===== src/rtl/i2c_am_pkg.sv =====
package i2c_am_pkg;

    localparam int BYTE_BITS = 8;
    localparam int ADDR_BITS = 10;
    localparam logic [4:0] TEN_HDR = 5'b11110;
    localparam logic [6:0] GC_ADDR = 7'h00;

    typedef enum logic [2:0] {
        ST_IDLE,
        ST_SHIFT,
        ST_DECIDE,
        ST_ACK,
        ST_HOLD
    } am_state_t;

    typedef struct packed {
        logic ack;   // drive acknowledge
        logic hit;   // own address accepted
        logic gcm;   // general call accepted
        logic hdr;   // 10-bit write header accepted, second byte follows
        logic dnr;   // match refused, receive data pending
        logic rw;    // R/W bit of the byte
    } am_verdict_t;

    function automatic am_verdict_t am_judge(
        input logic [BYTE_BITS-1:0] b,
        input logic                 ten,
        input logic [ADDR_BITS-1:0] own,
        input logic                 gc_on,
        input logic                 dnr_on,
        input logic                 rx_emp,
        input logic                 second,
        input logic                 armed
    );
        am_verdict_t v;
        v    = '0;
        v.rw = b[0];
        if (second) begin
            v.hit = (b == own[7:0]);
            v.rw  = 1'b0;
        end else if (!ten && b[7:1] == own[6:0]) begin
            v.hit = 1'b1;
        end else if (ten && b[7:3] == TEN_HDR && b[2:1] == own[9:8]) begin
            if (!b[0]) v.hdr = 1'b1;
            else       v.hit = armed;
        end else if (b[7:1] == GC_ADDR && !b[0] && gc_on) begin
            v.gcm = 1'b1;
        end
        if ((v.hit || v.gcm) && dnr_on && !rx_emp) begin
            v.dnr = 1'b1;
            v.hit = 1'b0;
            v.gcm = 1'b0;
        end
        v.ack = v.hit || v.gcm || v.hdr;
        return v;
    endfunction

endpackage


===== src/rtl/i2c_am_cond.sv =====
module i2c_am_cond (
    input  logic clk,
    input  logic rst,
    input  logic scl_i,
    input  logic sda_i,
    output logic scl_rise,
    output logic scl_fall,
    output logic start_ev,
    output logic stop_ev
);
    logic scl_q, sda_q;

    always_ff @(posedge clk) begin
        if (rst) begin
            scl_q <= 1'b1;
            sda_q <= 1'b1;
        end else begin
            scl_q <= scl_i;
            sda_q <= sda_i;
        end
    end

    assign scl_rise = scl_i && !scl_q;
    assign scl_fall = !scl_i && scl_q;
    assign start_ev = scl_i && scl_q && sda_q && !sda_i;
    assign stop_ev  = scl_i && scl_q && !sda_q && sda_i;
endmodule


===== src/rtl/i2c_am_shift.sv =====
module i2c_am_shift import i2c_am_pkg::*; (
    input  logic                 clk,
    input  logic                 rst,
    input  logic                 clr,
    input  logic                 take,
    input  logic                 sda_i,
    output logic [BYTE_BITS-1:0] byte_o,
    output logic                 full
);
    localparam int CW = $clog2(BYTE_BITS + 1);
    localparam logic [CW-1:0] FULL_CNT = CW'(BYTE_BITS);

    logic [CW-1:0] cnt;

    always_ff @(posedge clk) begin
        if (rst || clr) begin
            cnt    <= '0;
            byte_o <= '0;
        end else if (take && cnt != FULL_CNT) begin
            byte_o <= {byte_o[BYTE_BITS-2:0], sda_i};
            cnt    <= cnt + 1'b1;
        end
    end

    assign full = (cnt == FULL_CNT);
endmodule


===== src/rtl/i2c_am_dirlag.sv =====
module i2c_am_dirlag #(
    parameter int DIR_LAG = 3
) (
    input  logic clk,
    input  logic rst,
    input  logic clr,
    input  logic load,
    input  logic rw_in,
    output logic rd_dir
);
    localparam int CW = $clog2(DIR_LAG + 1);
    localparam logic [CW-1:0] LAG_CNT = CW'(DIR_LAG);

    logic [CW-1:0] cnt;
    logic          hold;

    always_ff @(posedge clk) begin
        if (rst || clr) begin
            cnt    <= '0;
            hold   <= 1'b0;
            rd_dir <= 1'b0;
        end else if (load) begin
            cnt  <= LAG_CNT;
            hold <= rw_in;
        end else if (cnt != '0) begin
            cnt <= cnt - 1'b1;
            if (cnt == CW'(1)) rd_dir <= hold;
        end
    end
endmodule


===== src/rtl/i2c_addr_match.sv =====
module i2c_addr_match import i2c_am_pkg::*; #(
    parameter int DIR_LAG = 3
) (
    input  logic                 clk,
    input  logic                 rst,
    input  logic                 en,
    input  logic                 scl_i,
    input  logic                 sda_i,
    input  logic                 ten_bit,
    input  logic [ADDR_BITS-1:0] own_addr,
    input  logic                 gc_en,
    input  logic                 dnr_en,
    input  logic                 rx_empty,
    output logic                 sda_pull,
    output logic                 own_hit,
    output logic                 gc_hit,
    output logic                 dnr_err,
    output logic                 rd_dir
);
    logic scl_rise, scl_fall, start_ev, stop_ev;
    logic sh_clr, sh_take, sh_full, decide, dir_load;
    logic [BYTE_BITS-1:0] sh_byte;
    logic second, armed, next_second;
    am_state_t   state;
    am_verdict_t verdict;

    i2c_am_cond u_cond (
        .clk(clk), .rst(rst), .scl_i(scl_i), .sda_i(sda_i),
        .scl_rise(scl_rise), .scl_fall(scl_fall),
        .start_ev(start_ev), .stop_ev(stop_ev)
    );

    assign sh_take = en && (state == ST_SHIFT) && scl_rise;
    assign sh_clr  = !en || start_ev || ((state == ST_ACK) && scl_fall);

    i2c_am_shift u_shift (
        .clk(clk), .rst(rst), .clr(sh_clr), .take(sh_take),
        .sda_i(sda_i), .byte_o(sh_byte), .full(sh_full)
    );

    assign verdict  = am_judge(sh_byte, ten_bit, own_addr, gc_en, dnr_en,
                               rx_empty, second, armed);
    assign decide   = en && (state == ST_DECIDE) && scl_fall && !start_ev && !stop_ev;
    assign dir_load = decide && (verdict.hit || verdict.gcm);

    i2c_am_dirlag #(.DIR_LAG(DIR_LAG)) u_dir (
        .clk(clk), .rst(rst), .clr(!en), .load(dir_load),
        .rw_in(verdict.rw), .rd_dir(rd_dir)
    );

    always_ff @(posedge clk) begin
        if (rst || !en) begin
            state       <= ST_IDLE;
            second      <= 1'b0;
            armed       <= 1'b0;
            next_second <= 1'b0;
            sda_pull    <= 1'b0;
            own_hit     <= 1'b0;
            gc_hit      <= 1'b0;
            dnr_err     <= 1'b0;
        end else if (start_ev) begin
            state    <= ST_SHIFT;
            second   <= 1'b0;
            sda_pull <= 1'b0;
            own_hit  <= 1'b0;
            gc_hit   <= 1'b0;
            dnr_err  <= 1'b0;
        end else if (stop_ev) begin
            state    <= ST_IDLE;
            sda_pull <= 1'b0;
            armed    <= 1'b0;
        end else begin
            case (state)
                ST_SHIFT:  if (sh_full) state <= ST_DECIDE;
                ST_DECIDE: if (decide) begin
                    if (verdict.ack) begin
                        state       <= ST_ACK;
                        sda_pull    <= 1'b1;
                        own_hit     <= verdict.hit;
                        gc_hit      <= verdict.gcm;
                        next_second <= verdict.hdr;
                        if (second && verdict.hit) armed <= 1'b1;
                    end else begin
                        state   <= ST_HOLD;
                        armed   <= 1'b0;
                        dnr_err <= verdict.dnr;
                    end
                end
                ST_ACK: if (scl_fall) begin
                    sda_pull <= 1'b0;
                    if (next_second) begin
                        state  <= ST_SHIFT;
                        second <= 1'b1;
                    end else begin
                        state <= ST_HOLD;
                    end
                    next_second <= 1'b0;
                end
                default: ;
            endcase
        end
    end
endmodule


===== config.mk =====
export PLATFORM = sky130hd
export DESIGN_NAME = i2c_addr_match
export DESIGN_NICKNAME = d
export VERILOG_FILES = /design/src/rtl/i2c_am_pkg.sv /design/src/rtl/i2c_am_cond.sv /design/src/rtl/i2c_am_shift.sv /design/src/rtl/i2c_am_dirlag.sv /design/src/rtl/i2c_addr_match.sv
export SDC_FILE = /design/constraint.sdc
export NUM_CORES = 1
export LEC_CHECK = 0
export ABC_AREA = 1
export BUFFER_PORTS_ARGS = -buffer_cell sky130_fd_sc_hd__buf_2
export CAP_MARGIN = 25
export CORE_ASPECT_RATIO = 1.25
export CORE_MARGIN = 4
export CORE_UTILIZATION = 55
export CTS_BUF_LIST = sky130_fd_sc_hd__clkbuf_2
export DETAILED_ROUTE_END_ITERATION = 8
export GPL_TIMING_DRIVEN = 1
export PLACE_DENSITY = 0.74
export SLEW_MARGIN = 20
export SYNTH_ARGS = -nofsm -noshare
export SYNTH_HDL_FRONTEND = slang
export SYNTH_SLANG_ARGS = --single-unit

===== constraint.sdc =====
create_clock -name clk -period 2.1 [get_ports clk]
set_clock_uncertainty 0.15 [all_clocks]
set_input_delay 0.105 -clock clk [delete_from_list [all_inputs] [get_ports clk]]
set_output_delay 0.105 -clock clk [all_outputs]
set_load 0.05 [all_outputs]

==> impl_metrics.toml <==
[detailed_routing]
drt_first_pass_iters = 4
route.detailed.drc = 0
vias_per_cell = 5.02
final_antenna_net_count = 0
wire_length_reported_by_the_detailed_router_mm = 3.75
drt_iter0_drc = 59
routed-via-count = 1661
wire_length_per_cell_after_detailed_routing_um = 11.3

[clocking]
ctsHtreeMaxLevel = 1
clkLatencyLatePin_ps = 350
path_clk_slew_ps = 240
cts_repair_resize_count = 0
clkSinkCount = 28
tritoncts = "built"
tritoncts.num_buffers = 3
ctsLongestPathBuffers = 2
ctsRootBufferMaster = "clkbuf_2"
postCtsSetupRepairBufs = 0

[grt]
grt_start_max_net_pins = 19
grt_overflow = 0
antenna_violations_before_repair = 0
most_heavily_used_metal_layer_in_global_routing = "met2"
globalRouteMet2Util_pct = 34.0
first_global_vias = 1548
grt.met3_usage_pct = 2.77
grtUsageMet1_pct = 21.8
grt.total_usage_pct = 19.0
grt_pass1_wl_mm = 6.27

[layout]
areaGrowthSynthToFinish_pct = 14.8
layout.nets = 319
post-route-util_pct = 65.8
register_area_um2 = 561
layout.cell_area.non_filler_um2 = 1940
fillers = 294
final_cells = 331
area_used_by_multi_input_combinational_logic_um2 = 916
n_diodes = 0
drive_gt1_share_pct = 15.6

[synthesis]
postSynthAreaPerCell_um2 = 6.44
synthSimpleGateAreaFrac_pct = 33.3
largest_family_of_logic_cells_by_synthesized_area = "simple AND/OR/NAND/NOR gates"
synth_compound_area_share_pct = 13.9
post_synth_main_area_contributors = "dfxtp_1 (33%), nand2_1 (13%), inv_1 (10%), nor2_1 (6.7%), a21oi_1 (5.6%)"
synth_mux_area_share_pct = 0
synth.distinct_cells = 28
synthAdderAreaFrac_pct = 2.97
synth-xor-area-share_pct = 4.15
synth.largest_area_cell = "dfxtp_1"
synthDominantCellAreaShare_pct = 33.2
yosysSeqAreaShare_pct = 33.2
cell_count_after_synthesis = 262
synth_warnings = 0
postSynthNetCount = 285
syn-cell-area_um2 = 1690
ys_seq_elements = 28

[timing]
max-slew-margin-rel_pct = 67.6
layout_setup_ws_ps = 228
setup_repair_after_global_routing_missed_its_margin = "false"
final_max_slew_viol_count = 0
setup_violations = 0
timing_worst_slew_pin_value_ps = 483
max_freq_mhz = 534
hold_violations = 0
fin_tns_setup_ps = 0
post-route-period-util_pct = 89.1
layout_min_cycle_time_ps = 1870
hold_slack_ps = 135

[floorplan]
die-area_um2 = 4020
starting_density_pct = 57.3
core-area_um2 = 2950
boundaryPins = 24
die_h_um = 69.9
die_width_um = 57.5
placementRows = 22

[pwr]
total_power_mw = 0.841
static-leakage-power_nw = 0.907
power-per-cell-area_nw_per_um2 = 434
vdd_drop_max_mv = 0.354

[place]
placed_wire_length_estimate_after_detailed_placement_mm = 2.88
finalWeightedCongestion = 0.921
post_dp_cell_area_um2 = 1850
dp.cells = 320
post-place-ws_ps = 298
place.port_buffers = 23

[setup_path]
crit_fanout = 6
worstPathRequired_ps = 2260
critPathArrivalTime_ps = 2030
type_of_the_worst_setup_path = "flop to flop"
critPathLaunchType = "flop"
critical_path.endpoint_type = "flop"

[flow_run]
max-cap-violations = 0

[hold_path]
tightest_hold_check_type = "primary input to flop"

[outcome]
outcome = "complete, no violations"
[final timing paths]
kind / start / endpoint / slack [ps] / cells past startpoint
max: u_shift.byte_o[0] / state[0] / 230 / 9
min: gc_en / dnr_err / 140 / 7
max reg2reg: u_shift.byte_o[0] / state[0] / 230 / 9
min reg2reg: u_dir.hold / u_dir.hold / 350 / 2
[cells in the mapped netlist, drive strengths merged]
master   n
nand2   62
inv     51
nor2    32
dfxtp   28
a21oi   21
o21ai   17
nand3   15
nand4    8
xnor2    8
nor3     5
ha       4
buf      2
a21boi   1
a31o     1
a31oi    1
and3     1
clkbuf   1
clkinv   1
o21bai   1
o22ai    1
or2      1
[per-layer routing]
layer	up-vias	part of all wire, %
met5	-	0
met4	0	2.2
met3	9	4.0
met2	33	50
met1	735	44
li1	884	-
[area by class of cell]
class | instances | area share, %
Multi-Input combinational cell | 179 | 47.3
Sequential cell | 28 | 28.9
Timing Repair Buffer | 32 | 10.3
Inverter | 52 | 10.1
Tap cell | 36 | 2.33
Clock buffer | 3 | 0.775
Clock inverter | 1 | 0.194
[critical path, cell delays in order (launching register included)]
cell and delay (ps):
dfxtp_1 420, nor2_1 160, nand3_1 90, nor3_1 270, nand3_1 230, nand3_2 170
nand2_1 100, nand2_1 70, nand2_1 50, a21oi_2 120
[timing repair]
item,4_1_cts,5_1_grt
endpoints found under the hold margin,10,0
setup endpoints to repair,0,0
hold buffers,7,0
[sequential cells by signal, indices dropped and copies added (netlist names), 2 cells and up]
name            flops
state               3
u_shift.cnt         4
u_shift.byte_o      8
u_dir.cnt           2
[placed cells by master, fill, tap and decap left out, types with 2 or more instances in the layout]
cell type,n
ha_1,4
inv_2,4
clkbuf_2,3
nand2_2,2
inv_1,47
a21oi_1,19
nand2_1,60
buf_4,2
nand4_1,8
buf_2,23
nor3_1,4
nand3_1,11
dlygate4sd3_1,7
dfxtp_1,28
o21ai_0,17
nor2_1,30
xnor2_1,8
a21oi_2,2
nand3_2,4
[logic make-up after synthesis]
| kind of cell | after synthesis |
|---|---|
| AO/OA/AOI/OAI | 43 |
| XOR/XNOR | 8 |
| adder cells (fa/ha/maj) | 4 |
| buffers and inverters | 55 |
| flip-flops | 28 |
| AND/OR/NAND/NOR | 124 |
[report_power, final]
group	total, mW	switching (mW)	internal, mW
sequential	0.539	0.00291	0.536
combinational	0.110	0.0614	0.0486
clock	0.192	0.151	0.0414
Note: power is estimated with default switching activity, not from simulation.
